==> src/rtl/wd_pkg.sv <==
package wd_pkg;

  // Which window length is currently in force.
  typedef enum logic {
    PH_STARTUP = 1'b0,
    PH_NORMAL  = 1'b1
  } wd_phase_e;

  // Bits needed to hold values 0 .. max_val.
  function automatic int cnt_width(input int max_val);
    int w;
    w = 1;
    while ((1 << w) <= max_val) w++;
    return w;
  endfunction

endpackage

==> src/rtl/wd_kick_detect.sv <==
// Brings the asynchronous kick line into the clock domain and flags
// every change of level, in either direction.
module wd_kick_detect #(
  parameter int SYNC_STAGES = 2
) (
  input  logic clk,
  input  logic rst_n,
  input  logic kick_i,
  output logic kick_edge_o
);

  logic [SYNC_STAGES-1:0] sync_q;
  logic [SYNC_STAGES-1:0] sync_d;
  logic                   prev_q;
  logic                   prev_d;

  generate
    if (SYNC_STAGES == 1) begin : g_one
      always_comb sync_d = kick_i;
    end else begin : g_chain
      always_comb sync_d = {sync_q[SYNC_STAGES-2:0], kick_i};
    end
  endgenerate

  always_comb prev_d = sync_q[SYNC_STAGES-1];

  always_ff @(posedge clk or negedge rst_n) begin
    if (!rst_n) begin
      sync_q <= '0;
      prev_q <= 1'b0;
    end else begin
      sync_q <= sync_d;
      prev_q <= prev_d;
    end
  end

  assign kick_edge_o = sync_q[SYNC_STAGES-1] ^ prev_q;

  // a change in the synchronised level is flagged for exactly the cycle
  // in which it first appears at the last stage.
  p_edge_single_r2 : assert property (@(posedge clk) disable iff (!rst_n)
    kick_edge_o |=> (prev_q == $past(sync_q[SYNC_STAGES-1])));

endmodule

==> src/rtl/wd_window_sel.sv <==
// Chooses the terminal count for the window in force.
module wd_window_sel
  import wd_pkg::*;
#(
  parameter int TIMEOUT_TICKS = 1600,
  parameter int STARTUP_TICKS = 54000,
  parameter int CNT_W         = 16
) (
  input  wd_phase_e        phase_i,
  output logic [CNT_W-1:0] last_o
);

  localparam logic [CNT_W-1:0] NORMAL_LAST  = CNT_W'(TIMEOUT_TICKS - 1);
  localparam logic [CNT_W-1:0] STARTUP_LAST = CNT_W'(STARTUP_TICKS - 1);

  always_comb begin
    case (phase_i)
      PH_STARTUP: last_o = STARTUP_LAST;
      default:    last_o = NORMAL_LAST;
    endcase
  end

endmodule

==> src/rtl/wd_interval_timer.sv <==
// Tick counter, window flag and expiry pulse.
module wd_interval_timer
  import wd_pkg::*;
#(
  parameter int CNT_W = 16
) (
  input  logic             clk,
  input  logic             rst_n,
  input  logic             hold_i,
  input  logic             enable_i,
  input  logic             kick_i,
  input  logic             tick_i,
  input  logic [CNT_W-1:0] last_i,
  output wd_phase_e        phase_o,
  output logic             expire_o
);

  logic [CNT_W-1:0] cnt_q, cnt_d;
  wd_phase_e        ph_q, ph_d;
  logic             exp_q, exp_d;
  logic             cnt_en;
  logic             at_last;

  assign at_last = (cnt_q == last_i);

  always_comb begin
    cnt_d = cnt_q;
    ph_d  = ph_q;
    exp_d = 1'b0;
    if (hold_i) begin
      cnt_d = '0;
      ph_d  = PH_STARTUP;
    end else if (!enable_i) begin
      cnt_d = '0;
    end else if (kick_i) begin
      cnt_d = '0;
      ph_d  = PH_NORMAL;
    end else if (tick_i) begin
      if (at_last) begin
        cnt_d = '0;
        exp_d = 1'b1;
      end else begin
        cnt_d = cnt_q + CNT_W'(1);
      end
    end
  end

  // Counter and flag only move when one of the controls is active.
  assign cnt_en = hold_i | !enable_i | kick_i | tick_i;

  always_ff @(posedge clk or negedge rst_n) begin
    if (!rst_n) begin
      cnt_q <= '0;
      ph_q  <= PH_STARTUP;
    end else if (cnt_en) begin
      cnt_q <= cnt_d;
      ph_q  <= ph_d;
    end
  end

  always_ff @(posedge clk or negedge rst_n) begin
    if (!rst_n) exp_q <= 1'b0;
    else        exp_q <= exp_d;
  end

  assign phase_o  = ph_q;
  assign expire_o = exp_q;

  // the count never passes the terminal value of the window in force.
  p_cnt_bound_r4 : assert property (@(posedge clk) disable iff (!rst_n)
    cnt_q <= last_i);

  // the request lasts one cycle and leaves the count at zero.
  p_pulse_one_r6 : assert property (@(posedge clk) disable iff (!rst_n)
    exp_q |=> !exp_q);
  p_expiry_clears_r6 : assert property (@(posedge clk) disable iff (!rst_n)
    exp_q |-> (cnt_q == '0) && (ph_q == $past(ph_q)));

  // disabled means no request and a zero count, window kept.
  p_disable_quiet_r7 : assert property (@(posedge clk) disable iff (!rst_n)
    (!enable_i && !hold_i) |=> (!exp_q && cnt_q == '0 && ph_q == $past(ph_q)));

  // reset-active holds the count, re-arms the grace window, blocks requests.
  p_hold_rearm_r8 : assert property (@(posedge clk) disable iff (!rst_n)
    hold_i |=> (!exp_q && cnt_q == '0 && ph_q == PH_STARTUP));

  // a kick outranks a tick and moves to the normal window.
  p_kick_clears_r2 : assert property (@(posedge clk) disable iff (!rst_n)
    (kick_i && enable_i && !hold_i) |=> (!exp_q && cnt_q == '0 && ph_q == PH_NORMAL));

endmodule

==> src/rtl/wd_watchdog.sv <==
// Watchdog top: kick synchroniser, window selection and interval timer.
module wd_watchdog
  import wd_pkg::*;
#(
  parameter int TIMEOUT_TICKS = 1600,
  parameter int STARTUP_TICKS = 54000,
  parameter int SYNC_STAGES   = 2
) (
  input  logic clk,
  input  logic rst_n,
  input  logic tick_i,
  input  logic kick_i,
  input  logic enable_i,
  input  logic sys_rst_active_i,
  output logic expire_o
);

  localparam int MAX_TICKS = (STARTUP_TICKS > TIMEOUT_TICKS) ? STARTUP_TICKS : TIMEOUT_TICKS;
  localparam int CNT_W     = cnt_width(MAX_TICKS);

  initial begin
    if (TIMEOUT_TICKS < 2 || STARTUP_TICKS < 2 || SYNC_STAGES < 1)
      $error("wd_watchdog: window lengths must be at least 2 ticks");
  end

  logic             kick_edge;
  logic [CNT_W-1:0] last_cnt;
  wd_phase_e        phase;

  wd_kick_detect #(
    .SYNC_STAGES (SYNC_STAGES)
  ) u_kick (
    .clk         (clk),
    .rst_n       (rst_n),
    .kick_i      (kick_i),
    .kick_edge_o (kick_edge)
  );

  wd_window_sel #(
    .TIMEOUT_TICKS (TIMEOUT_TICKS),
    .STARTUP_TICKS (STARTUP_TICKS),
    .CNT_W         (CNT_W)
  ) u_sel (
    .phase_i (phase),
    .last_o  (last_cnt)
  );

  wd_interval_timer #(
    .CNT_W (CNT_W)
  ) u_timer (
    .clk      (clk),
    .rst_n    (rst_n),
    .hold_i   (sys_rst_active_i),
    .enable_i (enable_i),
    .kick_i   (kick_edge),
    .tick_i   (tick_i),
    .last_i   (last_cnt),
    .phase_o  (phase),
    .expire_o (expire_o)
  );

  // no request may follow a cycle spent with reset active.
  p_no_req_in_reset_r8 : assert property (@(posedge clk) disable iff (!rst_n)
    sys_rst_active_i |=> !expire_o);

  // the grace window is in force straight after power-on reset.
  p_start_window_r1 : assert property (@(posedge clk) disable iff (!rst_n)
    $rose(rst_n) |-> (phase == PH_STARTUP && !expire_o));

endmodule

==> config.mk <==
export PLATFORM = sky130hd
export DESIGN_NAME = wd_watchdog
export DESIGN_NICKNAME = d
export VERILOG_FILES = /design/src/rtl/wd_pkg.sv /design/src/rtl/wd_kick_detect.sv /design/src/rtl/wd_window_sel.sv /design/src/rtl/wd_interval_timer.sv /design/src/rtl/wd_watchdog.sv
export SDC_FILE = /design/constraint.sdc
export NUM_CORES = 1
export LEC_CHECK = 0
export CORE_MARGIN = 1.5
export CORE_UTILIZATION = 50
export CTS_CLUSTER_SIZE = 12
export DETAILED_ROUTE_END_ITERATION = 6
export GPL_TIMING_DRIVEN = 0
export PLACE_DENSITY = 0.69
export SETUP_SLACK_MARGIN = 0.4
export SYNTH_ARGS = -nofsm -noshare
export SYNTH_HDL_FRONTEND = slang
export SYNTH_SLANG_ARGS = --single-unit
==> constraint.sdc <==
create_clock -name clk -period 5 [get_ports clk]
set_input_delay 0.5 -clock clk [delete_from_list [all_inputs] [get_ports clk]]
set_output_delay 0.5 -clock clk [all_outputs]
set_load 0.005 [all_outputs]
Word level (Yosys, flattened, before mapping)
Index checks and enable logic that the tools add are counted.
{ "totals": {"output_inout_bits": 1, "word_cells": 31, "register_bits": 21} }
{ "classes": {"n_addsub": 1, "reduce_logical": 5, "n_eq_ne": 2, "bitwise_logic": 4, "mux": 14} }
{ "ops": {"columns": ["cell", "count"], "rows": [
  ["$mux 16", 6],
  ["$add 16x1->16 const B", 1],
  ["$eq 16x16->1", 1],
  ["$mux 1", 8],
  ["$ne 4x2->1 const B", 1],
  ["$reduce_bool 2->1", 2],
  ["$or 1x1->1", 3],
  ["$reduce_and 3->1", 1],
  ["$reduce_and 2->1", 1],
  ["$logic_not 1->1", 1],
  ["$xor 1x1->1", 1]
]} }

Logic depth before layout (Yosys ltp)
{ "depth": {"ltp_word": 7, "ltp_mapped": 7, "mapped_depth_nobuf": 6} }

Hierarchy
A second synthesis with hierarchy kept.
{ "unflattened": {"cells_unflattened": 167, "hier_area_um2": 1468.9} }
{ "modules_own_cells": {"columns": ["module", "area_each_um2", "cells_per_inst", "instances"], "rows": [
  ["wd_interval_timer", 1261.2, 145, 1],
  ["wd_window_sel", 123.9, 18, 1],
  ["wd_kick_detect", 83.8, 4, 1]
]} }

Worst setup path before layout
OpenSTA, ideal clock, no wires.
{ "synth_path": {"path_kind": "reg-to-reg", "from": "register u_timer.cnt_q[7]", "to": "register u_timer.cnt_q[6]", "t_required_ns": 4.866, "period_less_slack_ns": 1.802, "stages_incl_launch_ff": 7, "setup_slack_ns": 3.198, "arrival_time_ns": 1.668, "path_cell_list": "dfrtp_1 -> or4b_1 -> nor4_2 -> o2111ai_2 -> buf_6 -> nand4b_2 -> a31oi_1"} }
{ "synth_between": {"elab_chain_cells": 6} }
{ "synth_rtl": {"columns": ["item", "line_no", "source"], "rows": [
  ["from (decl)", "wd_interval_timer.sv:18", "logic [CNT_W-1:0] cnt_q, cnt_d;"],
  ["from (signal assigned)", "wd_interval_timer.sv:56", "cnt_q <= cnt_d;"],
  ["$eq 16x16->1", "wd_interval_timer.sv:24", "assign at_last = (cnt_q == last_i);"],
  ["$mux 16", "wd_interval_timer.sv:39", "if (at_last) begin"],
  ["$mux 16", "wd_interval_timer.sv:38", "end else if (tick_i) begin"],
  ["$mux 16", "wd_interval_timer.sv:35", "end else if (kick_i) begin"],
  ["$mux 16", "wd_interval_timer.sv:33", "end else if (!enable_i) begin"],
  ["$mux 16", "wd_interval_timer.sv:30", "if (hold_i) begin"]
]} }
Every way passes these cells. The select of a mux whose other input is x is not followed.
A chain may end at the register's enable or synchronous reset.

Worst setup path in the final report
Same ends and word-level chain as after synthesis.

==> key figures <==
Yosys
  – Post-synth top area share: 47.3%
  – Synth area leader: dfrtp_1
  – Sequential share of the synthesized area: 47.3%
  – Distinct cells, synth: 34
  – Mapped Avg Cell Area: 9.50 sq um
  – Yosys synthesis warning count: 0
  – Post-synth EDFFs: 0
  – Top cells by count, synth: 21 x dfrtp_1, 16 x nand2_1, 10 x nand3_1
  – Top FF cell, synth: dfrtp_1
  – Syn Inst Count: 117
  – Largest cells by area after synthesis: dfrtp_1 47%, nand2_1 5.4%, a31oi_1 4.5%
  – Netlist Area Pre-Place: 0.00111 sq mm
  – Yosys reg bits: 21
  – Syn_nets: 124
  – Ys async rst share: 100%
  – Most numerous cell in the Yosys netlist: dfrtp_1

Timing
  – # setup viols final: 0
  – Tcrit/Tclk final: 41.0%
  – Final hold vios: 0
  – Worst Clk Skew: 6.69 ps
  – RSZ-0062 raised after global routing: false
  – Minimum clock period: 2050 ps
  – Max Freq: 0.488 GHz
  – Fin. max-slew vios: 0
  – Setup TNS: 0 ps
  – Fin Hold WS: 373 ps
  – Worst rel slew slack: 38.1%
  – Tightest Pin Transition: 925 ps
  – Final worst setup slack: 2950 ps

Route
  – Remaining antenna violation count: 0
  – # DRC: 0
  – Vias per cell: 6.10
  – Routed WL per cell: 15.2 um
  – Via Count: 939
  – Number of DRC markers in iteration 0: 37
  – Number of detailed-route iterations in the first pass: 4
  – Drt total wl: 2340 um

Final layout
  – Fin util: 60.9%
  – N_diodes: 0
  – Share of layout cells above drive strength 1: 8.66%
  – Layout Cells excl Fill: 154
  – Layout Nets: 135
  – Area Growth Syn to Fin: 10.8%
  – Footprint of the multi-input gates: 547 sq um
  – Sequential cell area: 526 sq um
  – Final instance area: 0.00123 sq mm
  – Fillcell total: 188

Global routing
  – All-Layer GR Usage: 20.9%
  – Largest net degree at the start of global routing: 22
  – First-pass GRT wire length: 3950 um
  – GR Overflow Total: 0
  – Initial antenna violation count: 0
  – Vias in the first global route: 839

Floorplanning
  – FP Rows: 16
  – Initial core utilization: 55.0%
  – Core box area: 0.00202 sq mm
  – Die Span X: 50.1 um
  – Die ar.: 0.00251 sq mm
  – Die Span Y: 50.1 um
  – Ports: 7

Pwr
  – Power, Total: 273 uW
  – Clock group share of total power: 30.3%
  – Sequential Power Share: 63.6%
  – Peak VDD IR: 0.167 mV
  – Combinational power share: 6.1%
  – Leakage: 0.422 nW
  – Pwr per Cell Area: 222 mW/mm^2
  – Internal Power: 209 uW
  – Net Sw Power: 63.7 uW
  – Sw Ratio: 23.4%

Hold path
  – Depth of the worst hold-timing path: 0
  – Hold WC Path Type: reg -> reg
  – Hold Crit Start: u_kick.sync_q[0]$_DFF_PN0_
  – Hold EP: u_kick.sync_q[1]$_DFF_PN0_

Critical path
  – Setup crit start kind: flop
  – FF-to-FF End: u_timer.cnt_q[6]$_DFFE_PN0P_
  – Req. time, crit path: 5190 ps
  – Crit end category: flop
  – Worst path slowest cell: or4b_1
  – R2R cell count: 6
  – Worst reg2reg setup slack: 2950 ps
  – Worst r2r src: u_timer.cnt_q[7]$_DFFE_PN0P_
  – Critical Path AT: 2240 ps
  – CP startpoint: u_timer.cnt_q[7]$_DFFE_PN0P_
  – Max stage delay on crit path: 560 ps
  – Worst path cell trace: or4b_1 > nor4_2 > o2111ai_2 > buf_6 > nand4b_2 > a31oi_1
  – CP Class: reg -> reg
  – Top Family by Delay on Critical Path: simple AND/OR/NAND/NOR gates
  – CP Max Fanout: 10
  – Worst Path Buf+Inv: 1

Placed design
  – Placed cells: 150
  – Pre-CTS WS: 2790 ps
  – Final GP Congestion: 0.809
  – HPWL after DPL: 1680 um
  – Cell Area, Placed: 0.00120 sq mm
  – IO buf count: 6

Clocking
  – Htree depth: 1
  – Reg clk slew, reported paths: 120 ps
  – Post-CTS Setup Bufs: 0
  – Clock Latency Late Sink: 310 ps
  – Hold_buf cts: 0
  – Clk root buf: clkbuf_4
  – Deepest clock path buffer count: 2
  – Post-CTS sizing: 0
  – CTS tree: done
  – CTS buffer count: 3
  – # clock sinks: 21

Flow run
  – Max-cap viol count: 0

Status
  – Status: finished clean
worst register-to-register path: stages, from the launching register on:
cell       delay (ps)
dfrtp_1           490
or4b_1            560
nor4_2            180
o2111ai_2         280
buf_6             250
nand4b_2           90
a31oi_1            90
logic make-up after synthesis:
kind of cell               share of synthesized area [%]
and+or+nand+nor                                     31.9
DFF                                                 47.3
AOI/OAI and AO/OA                                   12.3
buffers and inverters                               3.49
xor gates and xnor gates                            3.94
adders and majority gates                           1.13
power by group through the flow:
stage / sequential [mW] / clock, mW / combinational (mW)
after floorplan: 0.176 / 0 / 0.00712
final: 0.173 / 0.0826 / 0.0167
after CTS: 0.173 / 0.0851 / 0.0172
after detailed placement: 0.177 / 0 / 0.0171
after global placement: 0.177 / 0 / 0.0166
after global routing: 0.174 / 0.0925 / 0.0187
layout by cell type, fill, tap and decap left out, types with 2 or more instances in the layout:
cell type,instances
or3_1,4
nor4_1,2
a211oi_1,2
a31oi_1,8
and3_1,2
dfrtp_1,21
xnor2_1,2
clkbuf_1,5
nand4_1,4
nor3_1,2
a21oi_1,5
inv_1,2
nand3b_1,3
nand3_1,10
xor2_1,3
nor2_1,9
clkdlybuf4s50_1,6
clkbuf_4,3
a311oi_1,2
nand2_1,16
cell type report:
type                    instances  area share, %
plain buffers                   6           2.54
clock buffers                   4           2.13
inverters                       2          0.610
multi-input cells              88           44.4
flip-flops and latches         21           42.7
well taps                      27           2.74
repair buffers                  6           4.88
metal layers:
| metal | global-route usage, % | part of all wire [%] |
|---|---|---|
| met3 | 4.17 | 5.8 |
| met2 | 32.7 | 47 |
| met5 | 0 | 0 |
| met4 | 7.41 | 1.3 |
| met1 | 29.0 | 45 |
worst max path at each step:
stage,end,slack (ps),depth (start not counted)
floorplan,u_timer.cnt_q[6]$_DFFE_PN0P_,3200,6
global route,u_timer.cnt_q[6]$_DFFE_PN0P_,2840,6
finish,u_timer.cnt_q[6]$_DFFE_PN0P_,2950,6
global placement,u_timer.cnt_q[9]$_DFFE_PN0P_,2820,5
detailed placement,u_timer.cnt_q[14]$_DFFE_PN0P_,2790,5
CTS,u_timer.cnt_q[6]$_DFFE_PN0P_,2970,6
flip-flops by register name (all words and copies together), names as in the netlist:
register	count
u_timer.phase_o	1
u_timer.expire_o	1
u_timer.cnt_q	16
u_kick.prev_q	1
u_kick.sync_q	2
(Power assumes the default switching activity.)
